--- config.mk ---
export PLATFORM = sky130hd
export DESIGN_NAME = scd_guard
export DESIGN_NICKNAME = d
export VERILOG_FILES = /design/src/rtl/scd_pkg.sv /design/src/rtl/scd_detect.sv /design/src/rtl/scd_sec_timer.sv /design/src/rtl/scd_guard.sv
export SDC_FILE = /design/constraint.sdc
export NUM_CORES = 1
export LEC_CHECK = 0
export BUFFER_PORTS_ARGS = -buffer_cell sky130_fd_sc_hd__buf_2
export CORE_ASPECT_RATIO = 1.4
export CORE_MARGIN = 4
export CORE_UTILIZATION = 41
export CTS_CLUSTER_DIAMETER = 40
export DETAILED_ROUTE_END_ITERATION = 10
export GPL_ROUTABILITY_DRIVEN = 0
export HOLD_SLACK_MARGIN = 0.15
export PLACE_DENSITY = 0.64
export REMOVE_ABC_BUFFERS = 1
export SLEW_MARGIN = 0
export SYNTH_ARGS = -nofsm -noshare
export SYNTH_HDL_FRONTEND = slang
export SYNTH_SLANG_ARGS = --single-unit
--- constraint.sdc ---
create_clock -name clk -period 12.95 [get_ports clk]
set_input_delay 0.6475 -clock clk [delete_from_list [all_inputs] [get_ports clk]]
set_output_delay 0.6475 -clock clk [all_outputs]
set_load 0.02 [all_outputs]
--- src/rtl/scd_pkg.sv ---
package scd_pkg;
  // configuration byte: persistence select high, threshold select low
  typedef struct packed {
    logic [3:0] dly_sel;
    logic       spare;
    logic [2:0] thr_sel;
  } scd_cfg_t;

  // roles of the second-based timers
  typedef enum int {
    TMR_REC = 0,
    TMR_REL = 1,
    TMR_DEC = 2
  } scd_tmr_e;

  localparam int SCD_NUM_TMR = 3;
endpackage

--- src/rtl/scd_detect.sv ---
module scd_detect
  import scd_pkg::*;
#(
  parameter int CUR_W    = 16,
  parameter int THR_BASE = 100,
  parameter int THR_STEP = 50,
  parameter int DLY_UNIT = 1
) (
  input  logic             clk,
  input  logic             rst,
  input  logic             hold_i,
  input  logic [CUR_W-1:0] cur_i,
  input  logic             vld_i,
  input  logic [7:0]       cfg_i,
  output logic             evt_o
);
  localparam int MAX_N = 16 * DLY_UNIT;
  localparam int DW    = $clog2(MAX_N + 1);

  scd_cfg_t         cfg;
  logic [CUR_W:0]   ext, mag, thr;
  logic [DW:0]      need, nxt;
  logic [DW-1:0]    run_q;
  logic             over;

  always_comb begin
    cfg  = scd_cfg_t'(cfg_i);
    thr  = (CUR_W+1)'(THR_BASE + THR_STEP * int'(cfg.thr_sel));
    need = (DW+1)'((int'(cfg.dly_sel) + 1) * DLY_UNIT);
    ext  = {cur_i[CUR_W-1], cur_i};
    mag  = cur_i[CUR_W-1] ? (~ext + 1'b1) : '0;
    over = cur_i[CUR_W-1] && (mag > thr);
    nxt  = {1'b0, run_q} + 1'b1;
    evt_o = vld_i && !hold_i && over && (nxt >= need);
  end

  always_ff @(posedge clk) begin
    if (rst || hold_i) begin
      run_q <= '0;
    end else if (vld_i) begin
      if (!over || evt_o) run_q <= '0;
      else                run_q <= nxt[DW-1:0];
    end
  end
endmodule

--- src/rtl/scd_sec_timer.sv ---
module scd_sec_timer #(
  parameter int W = 8
) (
  input  logic         clk,
  input  logic         rst,
  input  logic         run_i,
  input  logic         tick_i,
  input  logic [W-1:0] len_i,
  output logic         done_o
);
  logic [W-1:0] cnt_q;
  logic [W:0]   nxt;

  always_comb begin
    nxt    = {1'b0, cnt_q} + 1'b1;
    done_o = run_i && tick_i && (nxt >= {1'b0, len_i});
  end

  always_ff @(posedge clk) begin
    if (rst || !run_i || done_o) cnt_q <= '0;
    else if (tick_i)             cnt_q <= nxt[W-1:0];
  end
endmodule

--- src/rtl/scd_guard.sv ---
module scd_guard
  import scd_pkg::*;
#(
  parameter int CUR_W    = 16,
  parameter int PAR_W    = 8,
  parameter int THR_BASE = 100,
  parameter int THR_STEP = 50,
  parameter int DLY_UNIT = 1
) (
  input  logic             clk,
  input  logic             rst,
  input  logic [CUR_W-1:0] cur_i,
  input  logic             cur_vld_i,
  input  logic             tick_1s_i,
  input  logic [7:0]       cfg_i,
  input  logic [PAR_W-1:0] latch_lim_i,
  input  logic [PAR_W-1:0] dec_per_i,
  input  logic [PAR_W-1:0] rec_time_i,
  input  logic [PAR_W-1:0] rel_time_i,
  input  logic             load_det_en_i,
  input  logic             load_present_i,
  output logic             trip_o,
  output logic             latch_o,
  output logic             alert_o,
  output logic             dsg_off_o
);
  localparam logic [PAR_W-1:0] CNT_MAX = '1;

  logic                   evt;
  logic [PAR_W-1:0]       cnt_q, cnt_n;
  logic                   trip_n, latch_n;
  logic [SCD_NUM_TMR-1:0] run, done;
  logic [PAR_W-1:0]       len [SCD_NUM_TMR];

  scd_detect #(
    .CUR_W(CUR_W), .THR_BASE(THR_BASE), .THR_STEP(THR_STEP), .DLY_UNIT(DLY_UNIT)
  ) u_det (
    .clk(clk), .rst(rst), .hold_i(dsg_off_o), .cur_i(cur_i),
    .vld_i(cur_vld_i), .cfg_i(cfg_i), .evt_o(evt)
  );

  always_comb begin
    run[TMR_REC] = trip_o;
    run[TMR_REL] = latch_o;
    run[TMR_DEC] = (cnt_q != '0);
    len[TMR_REC] = rec_time_i;
    len[TMR_REL] = rel_time_i;
    len[TMR_DEC] = dec_per_i;
  end

  for (genvar g = 0; g < SCD_NUM_TMR; g++) begin : g_tmr
    scd_sec_timer #(.W(PAR_W)) u_tmr (
      .clk(clk), .rst(rst), .run_i(run[g]), .tick_i(tick_1s_i),
      .len_i(len[g]), .done_o(done[g])
    );
  end

  always_comb begin
    cnt_n = cnt_q;
    if (evt && !done[TMR_DEC])      cnt_n = (cnt_q == CNT_MAX) ? CNT_MAX : cnt_q + 1'b1;
    else if (!evt && done[TMR_DEC]) cnt_n = cnt_q - 1'b1;

    trip_n  = trip_o;
    latch_n = latch_o;
    if (trip_o && (done[TMR_REC] || (load_det_en_i && !load_present_i))) trip_n = 1'b0;
    if (latch_o && done[TMR_REL]) latch_n = 1'b0;
    if (evt) begin
      if (latch_lim_i != '0 && cnt_n >= latch_lim_i) begin
        latch_n = 1'b1;
        trip_n  = 1'b0;
      end else begin
        trip_n = 1'b1;
      end
    end
  end

  always_ff @(posedge clk) begin
    if (rst) begin
      cnt_q     <= '0;
      trip_o    <= 1'b0;
      latch_o   <= 1'b0;
      alert_o   <= 1'b0;
      dsg_off_o <= 1'b0;
    end else begin
      cnt_q     <= cnt_n;
      trip_o    <= trip_n;
      latch_o   <= latch_n;
      alert_o   <= (cnt_n != '0);
      dsg_off_o <= trip_n | latch_n;
    end
  end
endmodule

Word level (Yosys, flattened, before mapping). Cells that the tools add are included.

Register bits: 41. Output and inout port bits: 4. Bits of input ports: 62.

Order comparisons: 6. Multiply operators: 1. Equal/unequal tests: 1. Reductions and logical operators: 36. Add/sub/neg operators: 9. Mux-type cells: 11. Bitwise gates (word level): 2.

Operators with widths (number): adder 8 x 1 -> 9 bit (second input constant) (3); >= comparator 9 x 8 -> 1 bit (3); 2-to-1 mux 8 bit (3); nonzero test 8 bit (3); adder 17 x 1 -> 17 bit (second input constant) (1); adder 8 x 17 -> 17 bit (first input constant) (1); greater-than comparator 17 bit (1); 2-to-1 mux 17 bit (1); inverter 17 bit (1); logical AND 1 bit (16); logical OR 1 bit (9); adder 8 x 1 -> 8 bit (second input constant) (1); equality test 8 bit (second input constant) (1); >= comparator 8 bit (1); zero test 1 bit (8); multiplier 5 x 3 -> 8 bit (first input constant) (1); subtractor 8 x 1 -> 8 bit (second input constant) (1); adder 5 x 1 -> 6 bit (second input constant) (1); >= comparator 6 bit (1); 2-to-1 mux 1 bit (6); adder 4 x 1 -> 5 bit (second input constant) (1); 2-to-1 mux 5 bit (1); bitwise OR 1 bit (1).

Longest topological paths before layout. Gate-level depths: netlist of the first run.

Depth after elaboration: 16. Gate-level depth with buffers: 27. Gate-level depth less buffers: 26.

Modules after synthesis. Synthesis of the first run repeated with hierarchy kept, for this count alone.

Cell total of the unflattened synthesis: 536. Area total of the unflattened synthesis: 4310.4 µm².

By module, submodules not included: scd_sec_timer (cells an instance 87, instances 3, area each 734.5 µm², seq. area each 160.2 µm²); scd_detect (cells an instance 150, instances 1, area each 1138.6 µm², seq. area each 100.1 µm²); scd_guard (cells an instance 125, instances 1, area each 968.4 µm², seq. area each 240.2 µm²).

Worst setup path after synthesis of the first run. No wires, ideal clock.

Path kind: input-to-reg. Start: input cur_i[2]. End: register latch_o. Arrival: 5006 ps. Path slack: 7790 ps. Library setup time: 154 ps. Cell stages on the path: 23. Path buffers: 0. Data required time: 12796 ps. Path through: nor4_2 -> nand2_1 -> or4_1 -> xor2_1 -> and2_1 -> ha_1 -> nand2_1 -> a2111o_1 -> a21o_1 -> a21oi_1 -> a211oi_2 -> a32o_1 -> or2_2 -> ha_1 -> nand2b_1 -> a21o_1 -> a21o_1 -> a21o_1 -> a21o_1 -> a21oi_1 -> o21ai_0 -> nand3_1 -> o21ai_0.

Word-level cells in the longest chain between the ends: 15.

RTL lines: start: declaration (line scd_guard.sv:12) `input logic [CUR_W-1:0] cur_i,`; inverter 17 bit * (line scd_detect.sv:31) `mag = cur_i[CUR_W-1] ? (~ext + 1'b1) : '0;`; adder 17 x 1 -> 17 bit * (line scd_detect.sv:31); 2-to-1 mux 17 bit * (line scd_detect.sv:31); greater-than comparator 17 bit * (line scd_detect.sv:32) `over = cur_i[CUR_W-1] && (mag > thr);`; logical AND 1 bit * (line scd_detect.sv:32); logical AND 1 bit * (2 in a row) (line scd_detect.sv:34) `evt_o = vld_i && !hold_i && over && (nxt >= need);`; zero test 1 bit (line scd_guard.sv:61) `else if (!evt && done[TMR_DEC]) cnt_n = cnt_q - 1'b1;`; logical AND 1 bit (line scd_guard.sv:61); 2-to-1 mux 8 bit (line scd_guard.sv:61); 2-to-1 mux 8 bit (line scd_guard.sv:60) `if (evt && !done[TMR_DEC]) cnt_n = (cnt_q == CNT_MAX) ? CNT_MAX : cnt_q + 1'b1;`; >= comparator 8 bit (line scd_guard.sv:68) `if (latch_lim_i != '0 && cnt_n >= latch_lim_i) begin`; logical AND 1 bit (line scd_guard.sv:68); 2-to-1 mux 1 bit (line scd_guard.sv:68); 2-to-1 mux 1 bit * (line scd_guard.sv:67) `if (evt) begin`; end signal: assignment (line scd_guard.sv:87) `latch_o <= latch_n;`; end: declaration (line scd_guard.sv:23) `output logic latch_o,`.

Mark *: on every way between the ends. The rest lies on a longest branch, timed or not. A chain may end at the register's enable or synchronous reset.

Final worst setup path of the first run. Ends and elaborated chain as after synthesis.

==> results of run 1 <==
worst min-delay path, stage by stage, from the launching register on:
cell and delay, ns:
dfxtp_1 0.35, mux2i_1 0.07, nor2_1 0.07
area by class of cell:
cell class / count / share of cell area, %
clock buffers: 6 / 2.897
clock inverters: 2 / 0.2250
inverters: 46 / 3.881
multi-input cells: 393 / 64.34
flip-flops and latches: 41 / 18.45
well taps: 107 / 3.009
repair buffers: 64 / 7.199
state kept, by name, summed over array words and instances (netlist names):
register           flops
g_tmr.u_tmr.cnt_q     24
cnt_q                  8
u_det.run_q            5
alert_o                1
dsg_off_o              1
latch_o                1
trip_o                 1
layer usage:
layer | GRT usage [%] | vias up | part of all wire (%)
met5 | 0 | - | 0
met1 | 17.23 | 1624 | 41
met2 | 29.93 | 71 | 53
met4 | 5.843 | 0 | 1.8
li1 | - | 1841 | -
met3 | 2.800 | 12 | 4.0
cells by family after synthesis:
group,after synthesis
xor+xnor,54
compound gates,79
mux,10
fa+ha+maj,60
flops,41
buf+inv,57
simple gates,190
worst max-delay path by stage:
stage | startpoint | to | slack, ns | depth (start not counted)
floorplan | cur_i[2] | latch_o | 7.78 | 23
global placement | cur_i[2] | latch_o | 7.14 | 24
detailed placement | cur_i[2] | latch_o | 7.06 | 24
CTS | cur_i[2] | latch_o | 7.33 | 24
global route | cur_i[2] | latch_o | 7.08 | 24
finish | cur_i[2] | latch_o | 7.36 | 24
cells in the final DEF (no fill, tap or decap), types with 21 or more instances in the layout:
master   instances
and3_1          21
buf_2           64
xor2_1          37
inv_1           46
a21oi_1         22
ha_1            60
nor2_1          44
nand2_1         34
nand3_1         23
dfxtp_1         41
per-stage QoR:
| stage | setup slack, ns | power, mW | utilization (%) |
|---|---|---|---|
| 6_report | 7.364 | 0.3095 | 48.45 |
| 5_1_grt | 7.076 | 0.3291 | 48.45 |
| 4_1_cts | 7.329 | 0.3146 | 48.45 |
| 3_5_place_dp | 7.059 | 0.1957 | 46.94 |
| 3_3_place_gp | 7.139 | 0.1939 | 46.94 |
| 2_1_floorplan | 7.777 | 0.1714 | - |
report_power, final:
group / internal [mW] / switching (mW)
logic: 0.0292 / 0.0338
clock network: 0.0706 / 0.0463
registers: 0.128 / 0.00191
==> results.sh, run 1 <==
export IMPL_synth_top_family_by_area="simple AND/OR/NAND/NOR gates"
export IMPL_drv_cap=0
export IMPL_fin_cells=659
export IMPL_hpwl_mm=6.887
export IMPL_crit_arrival_ns=5.70
export IMPL_routed_wl_mm=8.405
export IMPL_wl_per_cell_um=12.75
export IMPL_post_cts_buffers=0
export IMPL_slowest_delay_ns=0.44
export IMPL_tns_ns=0
export IMPL_crit_buf_inv=1
export IMPL_synthAdderAreaFrac_pct=19.22
export IMPL_cp_max_fo=7
export IMPL_muxShareOfSynthArea_pct=2.562
export IMPL_tightest_slew_ns=0.8390
export IMPL_status="finished, final reports clean"
export IMPL_multi_input_area_sq_mm=0.002863
export IMPL_cts_resized=0
export IMPL_regArea_sq_um=820.8
export IMPL_cpMostUsedCell="a21o_1"
export IMPL_drive_above_1_share_pct=15.22
export IMPL_cts_root_buffer="clkbuf_16"
export IMPL_io_pins=66
export IMPL_synth_flop_cell="dfxtp_1"
export IMPL_synth_simple_gate_area_share_pct=25.46
export IMPL_whs_ns=0.5232
export IMPL_diodes=0
export IMPL_insertion_delay_ns=0.28
export IMPL_seq_area_frac_synth_pct=21.01
export IMPL_worstHoldPathType="reg -> reg"
export IMPL_place_area_sq_mm=0.004310
export IMPL_slew_headroom_pct=44.01
export IMPL_dr_pass1_iters=4
export IMPL_grtUsageTotal_pct=15.69
export IMPL_final_cell_area_sq_mm=0.004449
export IMPL_cts_path_max_buffers=2
export IMPL_die_area_sq_mm=0.01118
export IMPL_r2r_end="latch_o"
export IMPL_clock_sinks=41
export IMPL_criticalPathCategory="in -> reg"
export IMPL_reg2reg_depth=22
export IMPL_cts_tree="built"
export IMPL_hold_buffers=0
export IMPL_required_ns=13.06
export IMPL_clk_pin_slew_ns=0.06
export IMPL_areaGrowthSynthToFinish_pct=13.90
export IMPL_initial_core_util_pct=42.54
export IMPL_grt_max_degree=30
export IMPL_cellPowerDensity_mw_per_mm2=69.56
export IMPL_rows=41
export IMPL_async_flop_share_pct=0
export IMPL_fin_crit_ns=5.586
export IMPL_rsz0062_at_grt="no"
export IMPL_fmax_mhz=179.0
export IMPL_ys_ff_latch=41
export IMPL_period_share_pct=43.13
export IMPL_synthTopCellsByCount="ha_1, inv_1, nor2_1, dfxtp_1, xor2_1"
export IMPL_initialDrtViolationCount=70
export IMPL_final_nets=673
export IMPL_grt_pass1_wl_mm=14.68
export IMPL_holdCritStartpoint="g_tmr[0].u_tmr.cnt_q[1]"
export IMPL_syn_area_per_cell_sq_um=7.956
export IMPL_die_w_um=90.50
export IMPL_die_y_um=123.5
export IMPL_reg2reg_from="g_tmr[2].u_tmr.cnt_q[0]"
export IMPL_grt_overflow_total=0
export IMPL_p_leak_nw=2.313
export IMPL_grt_antenna_before_repair=0
export IMPL_numCtsBuffers=5
export IMPL_drc=0
export IMPL_ant_nets=0
export IMPL_io_buffers=64
export IMPL_grt_pass1_vias=3450
export IMPL_yosysMostFrequentCell="ha_1"
export IMPL_critPathSlowestCell="nor4_2"
export IMPL_hold_path_endpoint="g_tmr[0].u_tmr.cnt_q[1]"
export IMPL_synth_warnings=0
export IMPL_viasPerCell=5.384
export IMPL_synth_cells=491
export IMPL_synth_cell_types=62
export IMPL_placed_cells=651
export IMPL_peakVddDrop_mv=0.06900
export IMPL_core_area_sq_mm=0.009183
export IMPL_worstSetupEndpointType="flip-flop"
export IMPL_synthXorXnorAreaFrac_pct=12.11
export IMPL_vias=3548
export IMPL_hold_viol=0
export IMPL_syn_area_sq_mm=0.003906
export IMPL_crit_chain="buf_2 -> nor4_2 -> nand2_1 -> or4_1 -> xor2_1 -> and2_1 -> ha_1 -> nand2_1 -> a2111o_1 -> a21o_1 -> a21oi_1 -> a211oi_2 -> a32o_1 -> or2_2 -> ha_1 -> nand2b_1 -> a21o_1 -> a21o_1 -> a21o_1 -> a21o_1 -> a21oi_1 -> o21ai_0 -> nand3_1 -> o21ai_0"
export IMPL_r2r_slack_ns=7.89
export IMPL_path_delay_family="compound AO/OA/AOI/OAI gates"
export IMPL_synth_top_area_share_pct=21.01
export IMPL_synth_area_leaders="dfxtp_1, ha_1, xor2_1, inv_1, nor2_1"
export IMPL_yosys_area_top_type="dfxtp_1"
export IMPL_setup_violations=0
export IMPL_htreeDepth=2
export IMPL_fin_skew_ns=0.002124
export IMPL_slew_viol_final=0
export IMPL_synth_compound_area_share_pct=13.93
export IMPL_holdPathStages=2
export IMPL_fillers=901
export IMPL_synth_edf_count=0
export IMPL_startpoint_type="input pin"
(Power assumes the default switching activity.)
==> run 2, diff against run 1 <==
--- a/config.mk
+++ b/config.mk
@@ -5,6 +5,7 @@
 export SDC_FILE = /design/constraint.sdc
 export NUM_CORES = 1
 export LEC_CHECK = 0
+export ABC_AREA = 1
 export BUFFER_PORTS_ARGS = -buffer_cell sky130_fd_sc_hd__buf_2
 export CORE_ASPECT_RATIO = 1.4
 export CORE_MARGIN = 4
@@ -13,7 +14,7 @@
 export DETAILED_ROUTE_END_ITERATION = 10
 export GPL_ROUTABILITY_DRIVEN = 0
 export HOLD_SLACK_MARGIN = 0.15
-export PLACE_DENSITY = 0.64
+export PLACE_DENSITY = 0.66
 export REMOVE_ABC_BUFFERS = 1
 export SLEW_MARGIN = 0
 export SYNTH_ARGS = -nofsm -noshare
==> constraint.sdc (replaced) <==
create_clock -name clk -period 4.76 [get_ports clk]
set_input_delay 0.238 -clock clk [delete_from_list [all_inputs] [get_ports clk]]
set_output_delay 0.238 -clock clk [all_outputs]
set_load 0.02 [all_outputs]
==> run 2 against run 1 <==
Final cell count rose by 25%. Global-route usage down 0.24 points. Synthesized area grew 8.0%. Highest routed layer unchanged. First-iteration DRC count up 51%. Critical endpoint is now dsg_off_o. Setup slack worse by 6.8 ns. Critical path depth up 10. Combinational power rose to 4.9 times the previous value. Die area rose by 7.4%. Register-to-register slack lost 7.3 ns. Total power rose to 3.2 times the previous value.
==> results.sh, run 2 <==
export IMPL_slew_headroom_pct=58.53
export IMPL_crit_buf_inv=5
export IMPL_io_pins=66
export IMPL_place_ws_ns=0.1590
export IMPL_htreeDepth=2
export IMPL_whs_ns=0.2610
export IMPL_criticalPathCategory="in -> reg"
export IMPL_clk_pin_slew_ns=0.06
export IMPL_grt_antenna_before_repair=0
export IMPL_diodes=0
export IMPL_grt_pass1_vias=3837
export IMPL_fin_ws_ns=0.5429
export IMPL_initial_core_util_pct=42.16
export IMPL_core_area_sq_mm=0.01001
export IMPL_drive_above_1_share_pct=15.92
export IMPL_viasPerCell=4.860
export IMPL_crit_arrival_ns=4.38
export IMPL_io_buffers=64
export IMPL_synth_simple_gate_area_share_pct=32.56
export IMPL_final_cell_mix="nand2_1, inv_1, nor2_1"
export IMPL_initialDrtViolationCount=106
export IMPL_slowest_delay_ns=0.31
export IMPL_setup_violations=0
export IMPL_critPathSlowestCell="ha_1"
export IMPL_grt_overflow_total=0
export IMPL_p_leak_nw=2.605
export IMPL_vias=4014
export IMPL_fmax_mhz=237.1
export IMPL_peakVddDrop_mv=0.1328
export IMPL_routed_wl_mm=9.116
export IMPL_synthXorXnorAreaFrac_pct=7.888
export IMPL_worstHoldPathType="in -> reg"
export IMPL_synth_warnings=0
export IMPL_synth_cells=627
export IMPL_die_y_um=128.0
export IMPL_seq_area_frac_synth_pct=19.45
export IMPL_numCtsBuffers=5
export IMPL_synth_area_leaders="dfxtp_1, ha_1, nand2_1, inv_1, nor2_1"
export IMPL_die_area_sq_mm=0.01200
export IMPL_wl_per_cell_um=11.04
export IMPL_status="finished, final reports clean"
export IMPL_post_cts_buffers=0
export IMPL_drc=0
export IMPL_synth_top_family_by_area="simple AND/OR/NAND/NOR gates"
export IMPL_path_delay_family="simple AND/OR/NAND/NOR gates"
export IMPL_required_ns=4.93
export IMPL_grt_pass1_wl_mm=15.56
export IMPL_rows=43
export IMPL_clock_sinks=41
export IMPL_ant_nets=0
export IMPL_ys_ff_latch=41
export IMPL_fillers=1044
export IMPL_synthTopCellsByCount="nand2_1, inv_1, nor2_1, ha_1, dfxtp_1"
export IMPL_worstSetupEndpointType="flip-flop"
export IMPL_synth_flop_cell="dfxtp_1"
export IMPL_worstSetupPathDepth=34
export IMPL_yosysMostFrequentCell="nand2_1"
export IMPL_period_share_pct=88.60
export IMPL_cellPowerDensity_mw_per_mm2=208.4
export IMPL_post_route_util_pct=47.94
export IMPL_drv_cap=0
export IMPL_hpwl_mm=7.775
export IMPL_tns_ns=0
export IMPL_tightest_slew_ns=0.6213
export IMPL_areaGrowthSynthToFinish_pct=13.70
export IMPL_insertion_delay_ns=0.28
export IMPL_holdPathStages=4
export IMPL_synth_compound_area_share_pct=11.63
export IMPL_synth_edf_count=0
export IMPL_final_nets=812
export IMPL_fin_skew_ns=0.003513
export IMPL_cts_path_max_buffers=2
export IMPL_multi_input_area_sq_mm=0.002948
export IMPL_die_w_um=93.74
export IMPL_cts_root_buffer="clkbuf_16"
export IMPL_slew_viol_final=0
export IMPL_fin_crit_ns=4.217
export IMPL_cpMostUsedCell="nand2_1"
export IMPL_final_common_cell="nand2_1"
export IMPL_muxShareOfSynthArea_pct=0
export IMPL_yosys_area_top_type="dfxtp_1"
export IMPL_rsz0062_at_grt="no"
export IMPL_cp_max_fo=13
export IMPL_syn_area_per_cell_sq_um=6.729
export IMPL_async_flop_share_pct=0
export IMPL_hold_viol=0
export IMPL_reg_top3="g_tmr.u_tmr.cnt_q x24, cnt_q x8, u_det.run_q x5"
export IMPL_regMostFlops="g_tmr.u_tmr.cnt_q"
export IMPL_largest_reg_flops=24
export IMPL_grt_max_degree=29
export IMPL_synthAdderAreaFrac_pct=17.79
export IMPL_startpoint_type="input pin"
export IMPL_syn_area_sq_mm=0.004219
export IMPL_synth_cell_types=42
export IMPL_regArea_sq_um=820.8
export IMPL_dr_pass1_iters=4
export IMPL_reg2reg_depth=28
export IMPL_synth_top_area_share_pct=19.45
export IMPL_grtUsageTotal_pct=15.45
export IMPL_cts_tree="built"
-- run 2: cell types whose count changed in the layout (fill, tap and decap cells not counted), sizes merged, moves of 7 or more --
cell and delta:
a211oi +12, and2 -12, a21oi +12, nor2 +33
xnor2 -9, nand3 +22, and3 -19, mux2i -10
inv +59, a21o -15, xor2 -7, nor3 -7
nand2 +108
-- run 2: path summary, 6_finish.rpt --
check	startpoint	endpoint	slack [ns]
max	cfg_i[1]	dsg_off_o	0.54
min	cur_vld_i	u_det.run_q[0]	0.26
max reg2reg	g_tmr[2].u_tmr.cnt_q[0]	dsg_off_o	0.59
min reg2reg	u_det.run_q[4]	u_det.run_q[4]	0.47
-- run 2: worst reg2reg max path: cells and delay by family (launching register included) --
family                   cells  cell delay [ns]
AO/OA/AOI/OAI                5             0.50
XOR/XNOR                     1             0.23
AND/OR/NAND/NOR             16             1.96
flip-flops                   1             0.40
buffers and inverters        3             0.18
adder cells (fa/ha/maj)      3             0.79
-- run 2: layer usage --
layer  vias up  share of wire, %  global-route usage, %
met4         0               1.1                  3.316
met5         -                 0                      0
met2        66                54                  30.66
met3        11               3.3                  1.938
li1       2154                 -                      -
met1      1783                41                  17.04
-- run 2: stage by stage --
step | std cells | instance area, sq um | total power, mW
after detailed placement | 818 | 4658 | 0.6872
after global placement | 818 | 4658 | 0.6754
after global routing | 826 | 4797 | 1.075
after CTS | 826 | 4797 | 1.015
after floorplan | 619 | 4169 | 0.5941
final | 826 | 4797 | 0.9996
-- run 2: power by group --
part / internal, mW / leakage, nW / switching [mW]
Clock: 0.192 / 0.0706 / 0.129
Combinational: 0.120 / 2.20 / 0.187
Sequential: 0.358 / 0.331 / 0.0129
-- run 2: what timing repair did --
item	CTS	global route
gates resized for setup	0	1
setup endpoints to repair	0	1
hold buffers	0	0
-- run 2: cells by family after synthesis --
kind of cell | Yosys count
and+or+nand+nor | 294
buffers and inverters | 114
AOI/OAI and AO/OA | 80
adders and majority gates | 60
DFF | 41
xor gates and xnor gates | 38
-- run 2: final cells by class --
type / count / area share [%]
Clock buffer: 6 / 2.686
Clock inverter: 2 / 0.2087
Inverter: 106 / 8.346
Multi-Input combinational cell: 472 / 61.45
Sequential cell: 41 / 17.11
Tap cell: 135 / 3.521
Timing Repair Buffer: 64 / 6.677
==> run 3, diff against run 2 <==
--- a/config.mk
+++ b/config.mk
@@ -10,6 +10,7 @@
 export CORE_ASPECT_RATIO = 1.4
 export CORE_MARGIN = 4
 export CORE_UTILIZATION = 41
+export CTS_BUF_LIST = sky130_fd_sc_hd__clkbuf_16
 export CTS_CLUSTER_DIAMETER = 40
 export DETAILED_ROUTE_END_ITERATION = 10
 export GPL_ROUTABILITY_DRIVEN = 0
==> run 3 against run 2 <==
Global-route usage is the same. Die area is the same. Critical path depth is the same. Final area is the same. Fmax is essentially flat. Non-clock buffer count is the same. Final cell count is the same. Utilization is the same.
==> results.sh, run 3 (synthesis gave the netlist of run 2 again) <==
export IMPL_status="finished, final reports clean"
export IMPL_busiest_layer="met2"
export IMPL_io_pins=66
export IMPL_peakVddDrop_mv=0.1332
export IMPL_diodes=0
export IMPL_die_w_um=93.74
export IMPL_criticalPathCategory="in -> reg"
export IMPL_crit_arrival_ns=4.39
export IMPL_fin_skew_ns=0.003743
export IMPL_core_area_sq_mm=0.01001
export IMPL_grt_antenna_before_repair=0
export IMPL_grt_use_met3_pct=1.938
export IMPL_period_share_pct=88.65
export IMPL_reg_top3="g_tmr.u_tmr.cnt_q x24, cnt_q x8, u_det.run_q x5"
export IMPL_hpwl_mm=7.775
export IMPL_clk_pin_slew_ns=0.06
export IMPL_io_buffers=64
export IMPL_drv_cap=0
export IMPL_initial_core_util_pct=42.16
export IMPL_final_common_cell="nand2_1"
export IMPL_cpMostUsedCell="nand2_1"
export IMPL_tightest_slew_ns=0.6213
export IMPL_final_nets=812
export IMPL_critPathSlowestCell="ha_1"
export IMPL_vias=4008
export IMPL_slew_headroom_pct=58.53
export IMPL_cts_path_max_buffers=2
export IMPL_viasPerCell=4.852
export IMPL_wl_per_cell_um=11.05
export IMPL_cts_root_buffer="clkbuf_16"
export IMPL_grt_max_degree=29
export IMPL_startpoint_type="input pin"
export IMPL_numCtsBuffers=5
export IMPL_finalPower_mw=0.9980
export IMPL_drc=0
export IMPL_grt_util_met2_pct=30.66
export IMPL_insertion_delay_ns=0.28
export IMPL_cellPowerDensity_mw_per_mm2=208.0
export IMPL_setup_violations=0
export IMPL_clock_sinks=41
export IMPL_rsz0062_at_grt="no"
export IMPL_slowest_delay_ns=0.32
export IMPL_cp_max_fo=13
export IMPL_grt_overflow_total=0
export IMPL_fmax_mhz=237.0
export IMPL_worstSetupEndpointType="flip-flop"
export IMPL_dr_pass1_iters=4
export IMPL_final_cell_mix="nand2_1, inv_1, nor2_1"
export IMPL_grt_pass1_wl_mm=15.56
export IMPL_largest_reg_flops=24
export IMPL_post_cts_buffers=0
export IMPL_ant_nets=0
export IMPL_initialDrtViolationCount=110
export IMPL_htreeDepth=2
export IMPL_tns_ns=0
export IMPL_rows=43
export IMPL_fin_crit_ns=4.220
export IMPL_die_area_sq_mm=0.01200
export IMPL_grtUsageMet1_pct=17.04
export IMPL_routed_wl_mm=9.131
export IMPL_drive_above_1_share_pct=15.92
export IMPL_worstHoldPathType="in -> reg"
export IMPL_p_leak_nw=2.609
export IMPL_cts_resized=0
export IMPL_regMostFlops="g_tmr.u_tmr.cnt_q"
export IMPL_required_ns=4.93
export IMPL_grt_pass1_vias=3837
export IMPL_areaGrowthSynthToFinish_pct=13.70
export IMPL_grtUsageTotal_pct=15.45
export IMPL_slew_viol_final=0
export IMPL_cts_tree="built"
export IMPL_hold_buffers=0
export IMPL_hold_viol=0
export IMPL_die_y_um=128.0
-- run 3: power by group --
group / leakage, nW / internal, mW / switching (mW)
registers: 0.331 / 0.358 / 0.0129
logic: 2.20 / 0.121 / 0.187
clock network: 0.0748 / 0.190 / 0.130
total: 2.61 / 0.668 / 0.330
-- run 3: per-stage QoR --
step           instances  utilization [%]  hold slack (ns)  area (sq um)  worst slack (ns)
2_1_floorplan        619                -           0.3004          4169            0.9197
3_3_place_gp         818            46.55           0.4576          4658            0.3452
3_5_place_dp         818            46.55           0.4659          4658            0.1590
4_1_cts              826            47.94           0.2622          4797            0.4485
5_1_grt              826            47.94           0.2927          4797           0.06139
6_report             826            47.94           0.2606          4797            0.5401
-- run 3: worst paths after layout --
kind	start	end	slack, ns	depth (start not counted)
max	cfg_i[1]	dsg_off_o	0.54	34
min	cur_vld_i	u_det.run_q[0]	0.26	4
max reg2reg	g_tmr[2].u_tmr.cnt_q[0]	dsg_off_o	0.59	28
min reg2reg	u_det.run_q[4]	u_det.run_q[4]	0.47	2
-- run 3: metal layers --
metal	wire length [um]	part of all wire (%)	vias up
met3	314	3.4	11
met4	104	1.1	0
met5	0	0	-
li1	-	-	2153
met1	3760	41	1777
met2	4951	54	67
-- run 3: critical path: cells and delay by family --
| family | cells | cell delay [ns] |
|---|---|---|
| xor gates and xnor gates | 1 | 0.17 |
| buffers and inverters | 5 | 0.38 |
| AOI/OAI and AO/OA | 6 | 0.57 |
| adders and majority gates | 5 | 1.26 |
| and+or+nand+nor | 17 | 1.76 |
-- run 3: area by class of cell --
class / instances / area, sq um
repair buffers: 64 / 320.3
multi-input cells: 472 / 2948
clock inverters: 3 / 13.76
inverters: 106 / 400.4
fillers: 1044 / 5210
flip-flops and latches: 41 / 820.8
well taps: 135 / 168.9
clock buffers: 5 / 125.1
